$ cat src/rtl/sr_trig_pkg.sv
package sr_trig_pkg;

    // Light-load decision: high time is below pct percent of the period.
    function automatic logic duty_below(input logic [31:0] hi_cyc,
                                        input logic [31:0] per_cyc,
                                        input logic [31:0] pct);
        return (hi_cyc * 32'd100) < (per_cyc * pct);
    endfunction

endpackage

$ cat src/rtl/sr_drive_delay.sv
module sr_drive_delay #(
    parameter int unsigned RISE_DLY = 75,
    parameter int unsigned FALL_DLY = 25
) (
    input  logic clk,
    input  logic rst_n,
    input  logic clr,
    input  logic cmd,
    output logic drive,
    output logic rise_stb
);
    localparam int unsigned MAXD = (RISE_DLY > FALL_DLY) ? RISE_DLY : FALL_DLY;
    localparam int W = $clog2(MAXD + 1);
    localparam logic [W-1:0] RISE_T = W'(RISE_DLY - 1);
    localparam logic [W-1:0] FALL_T = W'(FALL_DLY - 1);

    typedef struct packed {
        logic         drive;
        logic [W-1:0] cnt;
    } drv_st_t;

    drv_st_t st_d, st_q;

    always_comb begin
        st_d     = st_q;
        rise_stb = 1'b0;
        if (clr) begin
            st_d = '0;
        end else if (cmd != st_q.drive) begin
            if (st_q.cnt == (cmd ? RISE_T : FALL_T)) begin
                st_d.drive = cmd;
                st_d.cnt   = '0;
                rise_stb   = cmd;
            end else begin
                st_d.cnt = st_q.cnt + 1'b1;
            end
        end else begin
            st_d.cnt = '0;
        end
    end

    always_ff @(posedge clk or negedge rst_n) begin
        if (!rst_n) st_q <= '0;
        else        st_q <= st_d;
    end

    assign drive = st_q.drive;

    AST_DRIVE_RISE_NEEDS_CMD: assert property (@(posedge clk) disable iff (!rst_n)
        $rose(st_q.drive) |-> $past(cmd));
    AST_DRIVE_FALL_NEEDS_CMD: assert property (@(posedge clk) disable iff (!rst_n)
        $fell(st_q.drive) |-> (!$past(cmd) || $past(clr)));

endmodule

$ cat src/rtl/sr_event_delay.sv
module sr_event_delay #(
    parameter int DW = 4
) (
    input  logic          clk,
    input  logic          rst_n,
    input  logic          clr,
    input  logic          trig,
    input  logic [DW-1:0] dly,
    output logic          fire
);
    typedef struct packed {
        logic [DW-1:0] cnt;
    } dly_st_t;

    dly_st_t st_d, st_q;

    always_comb begin
        st_d = st_q;
        if (clr) begin
            st_d = '0;
        end else if (trig) begin
            st_d.cnt = (dly == '0) ? DW'(1) : dly;
        end else if (st_q.cnt != '0) begin
            st_d.cnt = st_q.cnt - 1'b1;
        end
    end

    always_ff @(posedge clk or negedge rst_n) begin
        if (!rst_n) st_q <= '0;
        else        st_q <= st_d;
    end

    assign fire = (st_q.cnt == DW'(1));

    AST_FIRE_SINGLE: assert property (@(posedge clk) disable iff (!rst_n)
        fire |=> (!fire || $past(trig)));

endmodule

$ cat src/rtl/sr_pulse_timer.sv
module sr_pulse_timer #(
    parameter int unsigned WIDTH = 75
) (
    input  logic clk,
    input  logic rst_n,
    input  logic clr,
    input  logic fire,
    output logic pulse
);
    localparam int W = $clog2(WIDTH + 1);
    localparam logic [W-1:0] LOAD = W'(WIDTH - 1);

    typedef struct packed {
        logic         pulse;
        logic [W-1:0] cnt;
    } pls_st_t;

    pls_st_t st_d, st_q;

    always_comb begin
        st_d = st_q;
        if (clr) begin
            st_d = '0;
        end else if (fire) begin
            st_d.pulse = 1'b1;
            st_d.cnt   = LOAD;
        end else if (st_q.pulse) begin
            if (st_q.cnt == '0) st_d.pulse = 1'b0;
            else                st_d.cnt   = st_q.cnt - 1'b1;
        end
    end

    always_ff @(posedge clk or negedge rst_n) begin
        if (!rst_n) st_q <= '0;
        else        st_q <= st_d;
    end

    assign pulse = st_q.pulse;

    AST_PULSE_START_ON_FIRE: assert property (@(posedge clk) disable iff (!rst_n)
        $rose(st_q.pulse) |-> $past(fire));
    AST_PULSE_HOLD: assert property (@(posedge clk) disable iff (!rst_n)
        (st_q.pulse && st_q.cnt != '0 && !clr) |=> st_q.pulse);

endmodule

$ cat src/rtl/sr_duty_monitor.sv
module sr_duty_monitor #(
    parameter int          CNT_W      = 16,
    parameter int unsigned LIGHT_PCT  = 10,
    parameter int unsigned MIN_PERIOD = 64
) (
    input  logic clk,
    input  logic rst_n,
    input  logic clr,
    input  logic cmd,
    input  logic rise_stb,
    output logic light
);
    import sr_trig_pkg::*;

    typedef struct packed {
        logic             armed;
        logic             light;
        logic [CNT_W-1:0] hi;
        logic [CNT_W-1:0] per;
    } duty_st_t;

    duty_st_t st_d, st_q;

    always_comb begin
        st_d = st_q;
        if (clr) begin
            st_d = '0;
        end else if (rise_stb) begin
            if (st_q.armed && (32'(st_q.per) >= MIN_PERIOD))
                st_d.light = duty_below(32'(st_q.hi), 32'(st_q.per), LIGHT_PCT);
            st_d.armed = 1'b1;
            st_d.per   = CNT_W'(1);
            st_d.hi    = CNT_W'(1);
        end else begin
            if (st_q.per != '1)        st_d.per = st_q.per + 1'b1;
            if (cmd && st_q.hi != '1)  st_d.hi  = st_q.hi + 1'b1;
        end
    end

    always_ff @(posedge clk or negedge rst_n) begin
        if (!rst_n) st_q <= '0;
        else        st_q <= st_d;
    end

    assign light = st_q.light;

    AST_LIGHT_ONLY_AT_RISE: assert property (@(posedge clk) disable iff (!rst_n)
        !$stable(st_q.light) |-> ($past(rise_stb) || $past(clr)));

endmodule

$ cat src/rtl/sr_trig_gen.sv
module sr_trig_gen #(
    parameter int unsigned RISE_DLY   = 75,
    parameter int unsigned FALL_DLY   = 25,
    parameter int unsigned OFF_DLY    = 12,
    parameter int unsigned OFF_WIDTH  = 75,
    parameter int unsigned ON_WIDTH   = 175,
    parameter int unsigned DET_DLY    = 12,
    parameter int unsigned MAX_ON     = 2500,
    parameter int unsigned LIGHT_PCT  = 10,
    parameter int unsigned MIN_PERIOD = 64,
    parameter int          CNT_W      = 16,
    parameter int          DLY_W      = 8
) (
    input  logic             clk,
    input  logic             rst_n,
    input  logic             en,
    input  logic             cmd_in,
    input  logic             det_in,
    input  logic [DLY_W-1:0] on_dly_cfg,
    output logic             drive_out,
    output logic             on_trig_out,
    output logic             off_trig_out
);
    localparam int ONW    = $clog2(MAX_ON + 1);
    localparam int OFF_DW = $clog2(OFF_DLY + 1);
    localparam int DET_DW = $clog2(DET_DLY + 1);

    typedef struct packed {
        logic           cmd;
        logic           det;
        logic           pend;
        logic [ONW-1:0] on_cnt;
    } top_st_t;

    top_st_t st_d, st_q;

    logic clr, cmd_edge, cmd_rise, det_fall;
    logic drv_q, drv_rise, fire_off, fire_prog, fire_det;
    logic off_q, on_q, light, max_hit;
    logic suppress, det_req, on_fire;

    assign clr      = ~en;
    assign cmd_edge = cmd_in ^ st_q.cmd;
    assign cmd_rise = cmd_in & ~st_q.cmd;
    assign det_fall = st_q.det & ~det_in;
    assign max_hit  = (st_q.on_cnt == ONW'(MAX_ON));

    sr_drive_delay #(.RISE_DLY(RISE_DLY), .FALL_DLY(FALL_DLY)) u_drive (
        .clk(clk), .rst_n(rst_n), .clr(clr), .cmd(cmd_in),
        .drive(drv_q), .rise_stb(drv_rise));

    sr_event_delay #(.DW(OFF_DW)) u_off_dly (
        .clk(clk), .rst_n(rst_n), .clr(clr), .trig(cmd_edge),
        .dly(OFF_DW'(OFF_DLY)), .fire(fire_off));

    sr_event_delay #(.DW(DLY_W)) u_on_dly (
        .clk(clk), .rst_n(rst_n), .clr(clr), .trig(drv_rise),
        .dly(on_dly_cfg), .fire(fire_prog));

    sr_event_delay #(.DW(DET_DW)) u_det_dly (
        .clk(clk), .rst_n(rst_n), .clr(clr), .trig(det_fall),
        .dly(DET_DW'(DET_DLY)), .fire(fire_det));

    sr_duty_monitor #(.CNT_W(CNT_W), .LIGHT_PCT(LIGHT_PCT), .MIN_PERIOD(MIN_PERIOD)) u_duty (
        .clk(clk), .rst_n(rst_n), .clr(clr), .cmd(cmd_in),
        .rise_stb(cmd_rise), .light(light));

    always_comb begin
        suppress = light | max_hit;
        det_req  = fire_det | st_q.pend;
        on_fire  = ~suppress & (fire_prog | (det_req & ~off_q));
        st_d      = st_q;
        st_d.cmd  = cmd_in;
        st_d.det  = det_in;
        st_d.pend = det_req & off_q & ~suppress;
        if (!drv_q)        st_d.on_cnt = '0;
        else if (!max_hit) st_d.on_cnt = st_q.on_cnt + 1'b1;
        if (clr) st_d = '0;
    end

    always_ff @(posedge clk or negedge rst_n) begin
        if (!rst_n) st_q <= '0;
        else        st_q <= st_d;
    end

    sr_pulse_timer #(.WIDTH(OFF_WIDTH)) u_off_pls (
        .clk(clk), .rst_n(rst_n), .clr(clr), .fire(fire_off), .pulse(off_q));

    sr_pulse_timer #(.WIDTH(ON_WIDTH)) u_on_pls (
        .clk(clk), .rst_n(rst_n), .clr(clr), .fire(on_fire), .pulse(on_q));

    assign drive_out    = drv_q & en;
    assign on_trig_out  = on_q  & en;
    assign off_trig_out = off_q & en;

    AST_ON_BLOCKED_LIGHT: assert property (@(posedge clk) disable iff (!rst_n)
        $rose(on_q) |-> !$past(light));
    AST_ON_BLOCKED_MAXON: assert property (@(posedge clk) disable iff (!rst_n)
        $rose(on_q) |-> !$past(max_hit));
    AST_DET_WAITS_OFF: assert property (@(posedge clk) disable iff (!rst_n)
        ($rose(on_q) && !$past(fire_prog)) |-> !$past(off_q));
    AST_DISABLE_CLEARS: assert property (@(posedge clk) disable iff (!rst_n)
        !en |=> (!drv_q && !off_q && !on_q && !st_q.pend));

endmodule

$ cat config.mk
export PLATFORM = sky130hd
export DESIGN_NAME = sr_trig_gen
export DESIGN_NICKNAME = d
export VERILOG_FILES = /design/src/rtl/sr_trig_pkg.sv /design/src/rtl/sr_drive_delay.sv /design/src/rtl/sr_event_delay.sv /design/src/rtl/sr_pulse_timer.sv /design/src/rtl/sr_duty_monitor.sv /design/src/rtl/sr_trig_gen.sv
export SDC_FILE = /design/constraint.sdc
export NUM_CORES = 1
export LEC_CHECK = 0
export BUFFER_PORTS_ARGS = -buffer_cell sky130_fd_sc_hd__buf_2
export CORE_UTILIZATION = 58
export DETAILED_ROUTE_END_ITERATION = 10
export PLACE_DENSITY = 0.82
export SYNTH_ARGS = -nofsm -noshare
export SYNTH_HDL_FRONTEND = slang
export SYNTH_SLANG_ARGS = --single-unit
$ cat constraint.sdc
create_clock -name clk -period 4.2 [get_ports clk]
set_clock_uncertainty 0.2 [all_clocks]
set_input_delay 1.26 -clock clk [delete_from_list [all_inputs] [get_ports clk]]
set_output_delay 1.26 -clock clk [all_outputs]
set_load 0.005 [all_outputs]
### After elaboration in Yosys (flattened, before gate mapping)

Cells that the tools add are included.

| operators by class | value |
|---|---|
| multiplexer cells | 38 |
| reduce and logical (&&, ||, !) cells | 12 |
| equal/unequal tests | 22 |
| bitwise logic cells | 17 |
| multiply operators | 2 |
| $add $sub $neg | 9 |
| magnitude comparators | 2 |

Operator list:

| kind | number |
|---|---|
| 8-bit two-way mux | 9 |
| 34-bit two-way mux | 1 |
| 16-bit by 1-bit adder with 16-bit output (second input constant) | 2 |
| 16-bit two-way mux | 2 |
| 32-bit two-way mux | 1 |
| 16-bit != test (second input constant) | 2 |
| 7-bit two-way mux | 4 |
| 9-bit two-way mux | 3 |
| 12-bit two-way mux | 2 |
| 4-bit two-way mux | 6 |
| 23-bit by 20-bit < comparator with 1-bit output | 1 |
| 16-bit by 5-bit multiplier with 21-bit output (second input constant) | 1 |
| 3-bit by 1-bit != test with 1-bit output (second input constant) | 7 |
| 16-bit by 3-bit multiplier with 19-bit output (second input constant) | 1 |
| 16-bit by 7-bit >= comparator with 1-bit output (second input constant) | 1 |
| 8-bit logical NOT | 2 |
| 8-bit by 1-bit subtractor with 8-bit output (second input constant) | 2 |
| 15-bit two-way mux | 1 |
| 12-bit by 1-bit adder with 12-bit output (second input constant) | 1 |
| 12-bit == test (second input constant) | 1 |
| 1-bit AND | 9 |
| 3-bit != test (second input constant) | 3 |
| 4-bit by 1-bit == test with 1-bit output (second input constant) | 2 |
| 8-bit by 1-bit == test with 1-bit output (second input constant) | 1 |
| 16 further kinds | 37 |

| word-level totals | value |
|---|---|
| output and inout port bits | 3 |
| logic and storage cells | 119 |
| flip-flop bits (word level) | 90 |

### Logic depth before layout (Yosys ltp)

Gate-level depths: netlist of run 1.

| logic depth | value |
|---|---|
| depth after elaboration | 7 |
| depth in mapped cells | 21 |
| mapped depth without buffers | 21 |

### Hierarchy

Synthesis of run 1 repeated with hierarchy kept, for this count alone.

| unflattened totals | value |
|---|---|
| cell total of the unflattened synthesis | 832 |
| area, all modules | 7,603.5 um^2 |

By module, submodules not included:

| module | area an instance (um^2) | instances | cells each |
|---|---|---|---|
| sr_duty_monitor | 4,301.6 | 1 | 487 |
| sr_trig_gen | 835.8 | 1 | 92 |
| sr_event_delay at u_on_dly | 560.5 | 1 | 58 |
| sr_event_delay at u_det_dly ... | 269.0 | 2 | 29 |
| sr_pulse_timer at u_on_pls | 491.7 | 1 | 53 |
| sr_pulse_timer at u_off_pls | 455.4 | 1 | 45 |
| sr_drive_delay | 420.4 | 1 | 39 |

### Worst setup path after synthesis of run 1

Ideal clock, no wire load.

| timing path | value |
|---|---|
| kind | reg2reg |
| start point | register u_duty.st_q[19] in the netlist's numbering |
| end point | register u_duty.st_q (netlist bit u_duty.light) |
| stages on the path, launching flop included | 21 |
| buffers on the path | 0 |
| data arrival time | 4.119 ns |
| setup time | 0.076 ns |
| path slack | -0.195 ns |
| required time | 3.924 ns |
| cell sequence | dfrtp_1 > ha_1 > ha_1 > inv_1 > fa_1 > inv_1 > ha_1 > or3_1 > o2111a_1 > o31ai_1 > o21bai_1 > a21oi_1 > xnor2_1 > ha_1 > nor3b_1 > o2111ai_1 > nor2_1 > o211ai_1 > a21oi_1 > nand4_1 > o21ai_1 |

| on the way | value |
|---|---|
| longest elaborated chain between the ends | 5 |

Ends and longest elaborated chain:

| element | line | source |
|---|---|---|
| from (decl) | sr_duty_monitor.sv:22 | `duty_st_t st_d, st_q;` |
| from (signal assigned) | sr_duty_monitor.sv:42 | `else st_q <= st_d;` |
| 16-bit by 5-bit multiplier with 21-bit output | sr_trig_pkg.sv:7 | `return (hi_cyc * 32'd100) < (per_cyc * pct);` |
| 23-bit by 20-bit < comparator with 1-bit output | sr_trig_pkg.sv:7 |  |
| 1-bit two-way mux | sr_duty_monitor.sv:29 | `if (st_q.armed && (32'(st_q.per) >= MIN_PERIOD))` |
| 2-bit two-way mux | sr_duty_monitor.sv:28 | `end else if (rise_stb) begin` |
| 34-bit two-way mux | sr_duty_monitor.sv:26 | `if (clr) begin` |

No other way between the ends. The select of a mux whose other input is x is not followed.
A chain may end at the register's enable or synchronous reset.

### Worst setup path in the final report of run 1

| timing path | value |
|---|---|
| start point | register u_duty.st_q[20] in the netlist's numbering |
| end point | register u_duty.st_q (netlist bit u_duty.light) |

Same word-level chain as after synthesis.

==> summary.md, run 1 <==
| Metric | Value |
|---|---|
| Final net count | `1004` |
| Ys async rst share | `100%` |
| Vias | `5748` |
| RSZ-0062 raised after global routing | `yes` |
| Synth warnings | `0` |
| Final Max Tran Viols | `0` |
| Crit. End Element | `flop` |
| Clk buf depth | `2` |
| Worst-Skew Late Latency | `360 ps` |
| Multi-input logic area | `0.00481 mm^2` |
| Top_reg_cell synth | `dfrtp_1` |
| Ratio of cells with drive above 1 in the final layout | `11.3%` |
| Crit path max-delay family | `adder cells` |
| Status | `complete, but fails checks` |
| Crit share post-route | `105%` |
| ANT nets after route | `0` |
| Minimum clock period | `4400 ps` |
| IO Port Bufs | `15` |
| Mapped Cells | `810` |
| Mux cell area share after synthesis | `0.565%` |
| Clock tree sinks | `90` |
| Max Cap Viol | `0` |
| Clock root buffer | `clkbuf_16` |
| Post-synthesis xor/xnor area fraction | `9.23%` |
| Post-synth EDFFs | `0` |
| Commonest cells after routing, fill and taps aside | `ha_1 (111), nor2_1 (90), dfrtp_1 (90), inv_1 (73), nand2_1 (44)` |
| Violated checks | `negative setup slack` |
| Clock-pin slew on the worst setup and hold paths | `70 ps` |
| Pre-CTS setup slack | `-193 ps` |
| CP Launch Type | `flop` |
| GP Congestion | `0.916` |
| Chip Width | `114 um` |
| Via/cell ratio | `5.55` |
| Crit path buffers/inverters | `2` |
| PnR worst setup slack | `-202 ps` |
| Grt ovf | `0` |
| F_max | `0.227 GHz` |
| Req. time, crit path | `4290 ps` |
| Die height | `114 um` |
| Final wirelength | `14500 um` |
| Initial antenna violation count | `0` |
| Combinational family with the most area after synthesis | `adder cells` |
| Overall Power | `2.38 mW` |
| Biggest area consumer among synthesized cells | `dfrtp_1` |
| Distinct cells, synth | `55` |
| Final Non-Filler Cells | `1035` |
| Hold Vio Cnt, Final | `0` |
| Drt wl/cell | `14.0 um` |
| Core ar. | `0.0122 mm^2` |
| Leakage power | `4.14 nW` |
| CP peak stage delay | `520 ps` |
| Register area | `0.00225 mm^2` |
| Vias in the first global route | `5799` |
| Cell Chain, Critical Path | `ha_1, ha_1, inv_1, fa_1, inv_2, ha_4, or3_4, o2111a_2, o31ai_4, o21bai_1, a21oi_1, xnor2_1, ha_2, nor3b_2, o2111ai_1, nor2_1, o211ai_1, a21oi_1, nand4_1, o21ai_1` |
| Post-Syn Area | `0.00731 mm^2` |
| Remaining routing DRC violations | `0` |
| DP Wirelength | `10900 um` |
| Post-Synth Adder-Cell Area | `23.3%` |
| Initial Util | `60.1%` |
| Simple-gate share of the synthesized area | `19.3%` |
| Largest cells by area after synthesis | `dfrtp_1 (31%), ha_1 (20%), xnor2_1 (5.0%)` |
| Antenna cells | `0` |
| CP arrival | `4490 ps` |
| Filler cells | `964` |
| Pwr per Cell Area | `288 mW/mm^2` |
| Cell Rows | `40` |
| Syn avg cell area | `9.02 um^2` |
| Area Overhead vs Synth | `12.9%` |
| Boundary pin count | `16` |
| Cells after DPL | `1016` |
| Flops & latches, synth | `90` |
| Setup TNS Final | `-202 ps` |
| Initial DRT Pass Iterations | `4` |
| Final setup viols | `1` |
| Syn Nets | `952` |
| Most common cell after layout, fill and taps aside | `ha_1` |
| VDD IR-drop max | `0.000383 V` |
| Post-synthesis compound-gate area fraction | `12.1%` |
| First-pass GRT wire length | `25300 um` |
| Worst Path Max Fanout | `3` |
| H-Tree Depth | `3` |
| Total track usage | `24.3%` |
| Slew headroom | `57.0%` |
| Slowest CP cell | `fa_1` |
| Final Cell Area | `0.00825 mm^2` |
| Largest net degree at the start of global routing | `49` |
| Hold Crit Class | `reg -> reg` |
| Die ar. | `0.0131 mm^2` |
| Drt initial violations | `262` |
| Top cell type's share of synthesized area | `30.8%` |
| Register area share after synthesis | `30.8%` |
| CTS tree | `done` |
| Total CTS buffers | `9` |
| Slew @ Worst Pin | `639 ps` |
| Post-DP Area | `0.00788 mm^2` |
| Crit Path Class | `reg -> reg` |
[per-stage QoR]
| stage | hold WS [ps] | util [%] |
|---|---|---|
| global placement | 265 | 64.8 |
| CTS | 293 | 67.8 |
| detailed placement | 285 | 64.8 |
| floorplan | 228 | - |
| global route | 318 | 67.8 |
| finish | 290 | 67.8 |
[layer usage]
layer	share of wire (%)	GRT usage [%]
met5	0	0
met1	45	28.7
met2	50	44.2
met4	2.1	7.62
met3	2.4	4.61
[worst paths after layout]
check                                             from                             to  slack (ps)  cells past startpoint
max in group asynchronous                        rst_n    u_duty.st_q[16]$_DFFE_PN0P_        2460                      2
min reg2reg                  u_drive.st_q[0]$_DFF_PN0_      u_drive.st_q[0]$_DFF_PN0_         290                      1
max reg2reg                u_duty.st_q[20]$_DFFE_PN0P_       u_duty.light$_DFFE_PN0P_        -200                     20
min in group asynchronous                        rst_n  u_det_dly.st_q[0]$_DFFE_PN0P_         700                      1
max                        u_duty.st_q[20]$_DFFE_PN0P_       u_duty.light$_DFFE_PN0P_        -200                     20
min                          u_drive.st_q[0]$_DFF_PN0_      u_drive.st_q[0]$_DFF_PN0_         290                      1
[area by class of cell]
cell class	instances	area share, %
Clock inverter	7	0.774
Clock buffer	9	2.73
Sequential cell	90	27.3
Tap cell	168	2.55
Inverter	74	3.37
Multi-Input combinational cell	630	58.4
Timing Repair Buffer	57	4.91
[report_power, final]
| part | total [mW] | leakage, nW | switching, mW | internal, mW |
|---|---|---|---|---|
| Clock | 0.791 | 0.139 | 0.380 | 0.412 |
| Combinational | 0.564 | 2.77 | 0.324 | 0.240 |
| Sequential | 1.02 | 1.23 | 0.0734 | 0.947 |
[logic make-up after synthesis]
logic type,count (synthesis)
AOI/OAI and AO/OA,135
xor gates and xnor gates,77
adders and majority gates,129
buffers and inverters,90
DFF,90
muxes,4
and+or+nand+nor,285
[flip-flops by register name, indices dropped and copies added (netlist names)]
name,count
u_on_dly.st_q,8
u_on_pls.pulse,1
u_off_pls.st_q,7
u_drive.drive,1
u_drive.st_q,7
u_duty.st_q,33
u_on_pls.st_q,8
u_duty.light,1
u_off_pls.pulse,1
st_q,15
u_det_dly.st_q,4
u_off_dly.st_q,4
[cell usage after synthesis, types with 10 or more instances]
cell / n
and3_1: 10
nor2_1: 90
nor3_1: 24
dfrtp_1: 90
fa_1: 12
a21boi_0: 14
a21oi_1: 38
nand3_1: 40
ha_1: 117
inv_1: 74
nand2_1: 44
xor2_1: 35
xnor2_1: 42
nand4_1: 11
clkbuf_1: 14
o21ai_0: 24
[what timing repair did]
action,4_1_cts,5_1_grt
resized for setup,7,2
hold buffers,0,0
endpoints found under the setup margin,1,1
pin swaps,7,1
buffers inserted,3,0
(Power assumes the default switching activity.)
==> inputs of run 2 (changes only) <==
--- a/config.mk
+++ b/config.mk
@@ -9,6 +9,7 @@
 export CORE_UTILIZATION = 58
 export DETAILED_ROUTE_END_ITERATION = 10
 export PLACE_DENSITY = 0.82
+export RECOVER_POWER = 100
 export SYNTH_ARGS = -nofsm -noshare
 export SYNTH_HDL_FRONTEND = slang
 export SYNTH_SLANG_ARGS = --single-unit
==> run 2 against run 1 <==
The flow finishes with violations (max-capacitance violations, max-slew violations, negative setup slack); critical path depth stayed put; hold slack unchanged; register-to-register slack about the same; die area did not move; combinational power shrank 0.7%; sequential share of layout area grew 0.11 points; utilization down 0.27 points; power fell by 0.11%; final cell count stayed put; via count decreased by 0.47%; critical path type unchanged; highest routed layer unchanged.
==> summary.md, run 2 (same netlist as run 1, synthesis figures left out) <==
| Metric | Value |
|---|---|
| Pre-CTS setup slack | `-193 ps` |
| Initial DRT Pass Iterations | `4` |
| Via/cell ratio | `5.53` |
| Boundary pin count | `16` |
| Commonest cells after routing, fill and taps aside | `ha_1 (111), nor2_1 (90), dfrtp_1 (90), inv_1 (73), nand2_1 (44)` |
| H-Tree Depth | `3` |
| Ratio of cells with drive above 1 in the final layout | `10.6%` |
| GRT met1 Usage | `28.7%` |
| CP arrival | `4490 ps` |
| Max FFs per register | `33` |
| Crit. End Element | `flop` |
| Slew headroom | `-51.3%` |
| Req. time, crit path | `4290 ps` |
| Grt ovf | `0` |
| DP Wirelength | `10900 um` |
| Setup TNS Final | `-201 ps` |
| RSZ-0062 raised after global routing | `yes` |
| Final net count | `1004` |
| Initial Util | `60.1%` |
| Cells after DPL | `1016` |
| Slew @ Worst Pin | `2270 ps` |
| Clock root buffer | `clkbuf_16` |
| CTS tree | `done` |
| Antenna cells | `0` |
| GR Util met2 | `44.2%` |
| Slowest CP cell | `fa_1` |
| Hold Crit Class | `reg -> reg` |
| Post-DP Area | `0.00788 mm^2` |
| Vias | `5721` |
| Final Cell Area | `0.00822 mm^2` |
| Status | `complete, but fails checks` |
| Most used routing layer | `met2` |
| First-pass GRT wire length | `25300 um` |
| Die ar. | `0.0131 mm^2` |
| Cell Rows | `40` |
| Final setup viols | `1` |
| Biggest regs | `u_duty.st_q: 33 flops, st_q: 15 flops` |
| Pwr per Cell Area | `289 mW/mm^2` |
| Overall Power | `2.37 mW` |
| Minimum clock period | `4400 ps` |
| Worst Path Max Fanout | `3` |
| Crit share post-route | `105%` |
| Worst-Skew Late Latency | `360 ps` |
| Clk buf depth | `2` |
| Final Max Tran Viols | `44` |
| ANT nets after route | `0` |
| PnR worst setup slack | `-201 ps` |
| Area Overhead vs Synth | `12.4%` |
| Violated checks | `max-capacitance violations, max-slew violations, negative setup slack` |
| Crit path max-delay family | `adder cells` |
| Initial antenna violation count | `0` |
| Most common cell after layout, fill and taps aside | `ha_1` |
| Clock-pin slew on the worst setup and hold paths | `70 ps` |
| CP peak stage delay | `520 ps` |
| Hold Vio Cnt, Final | `0` |
| IO Port Bufs | `15` |
| F_max | `0.227 GHz` |
| Final wirelength | `14500 um` |
| Most flop-heavy register | `u_duty.st_q` |
| Vias in the first global route | `5799` |
| Max Cap Viol | `1` |
| Drt wl/cell | `14.0 um` |
| Die height | `114 um` |
| Remaining routing DRC violations | `0` |
| Final Non-Filler Cells | `1035` |
| VDD IR-drop max | `0.000384 V` |
| Cell Chain, Critical Path | `ha_1, ha_1, inv_1, fa_1, inv_2, ha_4, or3_4, o2111a_2, o31ai_4, o21bai_1, a21oi_1, xnor2_1, ha_2, nor3b_2, o2111ai_1, nor2_1, o211ai_1, a21oi_1, nand4_1, o21ai_1` |
| Core ar. | `0.0122 mm^2` |
| GP Congestion | `0.916` |
| M3 GR Usage | `4.61%` |
| Total track usage | `24.3%` |
| Leakage power | `4.11 nW` |
| # hold bufs at CTS | `0` |
| Clock tree sinks | `90` |
| Largest net degree at the start of global routing | `49` |
| CP Launch Type | `flop` |
| Chip Width | `114 um` |
| Drt initial violations | `258` |
| Total CTS buffers | `9` |
| Crit Path Class | `reg -> reg` |
| Crit path buffers/inverters | `2` |
[run 2: changes by cell type in the layout (fill, tap and decap cells not counted)]
cell / previous run / this run
buf_2: 14 / 12
o21ai_0: 24 / 25
and2_1: 9 / 4
clkbuf_4: 0 / 1
and2_0: 0 / 5
buf_12: 1 / 0
buf_4: 42 / 37
o21ai_1: 3 / 2
clkbuf_2: 0 / 1
clkbuf_1: 0 / 6
[run 2: routing by layer]
metal,up-vias,part of all wire [%]
met2,63,50
met3,23,2.5
met1,2708,45
met4,0,2.0
li1,2927,-
met5,-,0
[run 2: area by class of cell]
type                    count  area [um^2]
repair buffers             57          373
multi-input cells         630         4810
inverters                  74          278
well taps                 168          210
clock buffers               9          225
clock inverters             7         63.8
fillers                   969         3950
flip-flops and latches     90         2250
[run 2: what timing repair did]
item,CTS,global route
pin swaps,7,1
resized for setup,7,2
endpoints found under the setup margin,1,1
gates cloned,0,0
setup buffers,3,0
[run 2: worst reg2reg max path, stage by stage (launching register included)]
cell and delay (ps):
dfrtp_1 430, ha_1 310, ha_1 280, inv_1 50, fa_1 520, inv_2 50
ha_4 160, or3_4 380, o2111a_2 290, o31ai_4 190, o21bai_1 80, a21oi_1 170
xnor2_1 100, ha_2 190, nor3b_2 170, o2111ai_1 120, nor2_1 120, o211ai_1 110
a21oi_1 160, nand4_1 120, o21ai_1 120
[run 2: through the flow]
step                      utilization [%]  hold slack, ps
after floorplan                         -             228
after global placement               64.8             265
after CTS                            67.8             293
after detailed placement             64.8             285
final                                67.6             290
after global routing                 67.6             318
[run 2: power by group]
part	internal (mW)	switching [mW]
clock network	0.412	0.381
registers	0.947	0.0733
logic	0.235	0.325
[run 2: path summary, 6_finish.rpt]
kind / depth (start not counted) / end / start / slack [ps]
worst max-delay path: 20 / u_duty.light$_DFFE_PN0P_ / u_duty.st_q[20]$_DFFE_PN0P_ / -200
worst min-delay path: 1 / u_drive.st_q[0]$_DFF_PN0_ / u_drive.st_q[0]$_DFF_PN0_ / 290
worst max register to register: 20 / u_duty.light$_DFFE_PN0P_ / u_duty.st_q[20]$_DFFE_PN0P_ / -200
worst min register to register: 1 / u_drive.st_q[0]$_DFF_PN0_ / u_drive.st_q[0]$_DFF_PN0_ / 290
max in group asynchronous: 2 / u_duty.st_q[16]$_DFFE_PN0P_ / rst_n / 630
min in group asynchronous: 1 / u_det_dly.st_q[0]$_DFFE_PN0P_ / rst_n / 1380
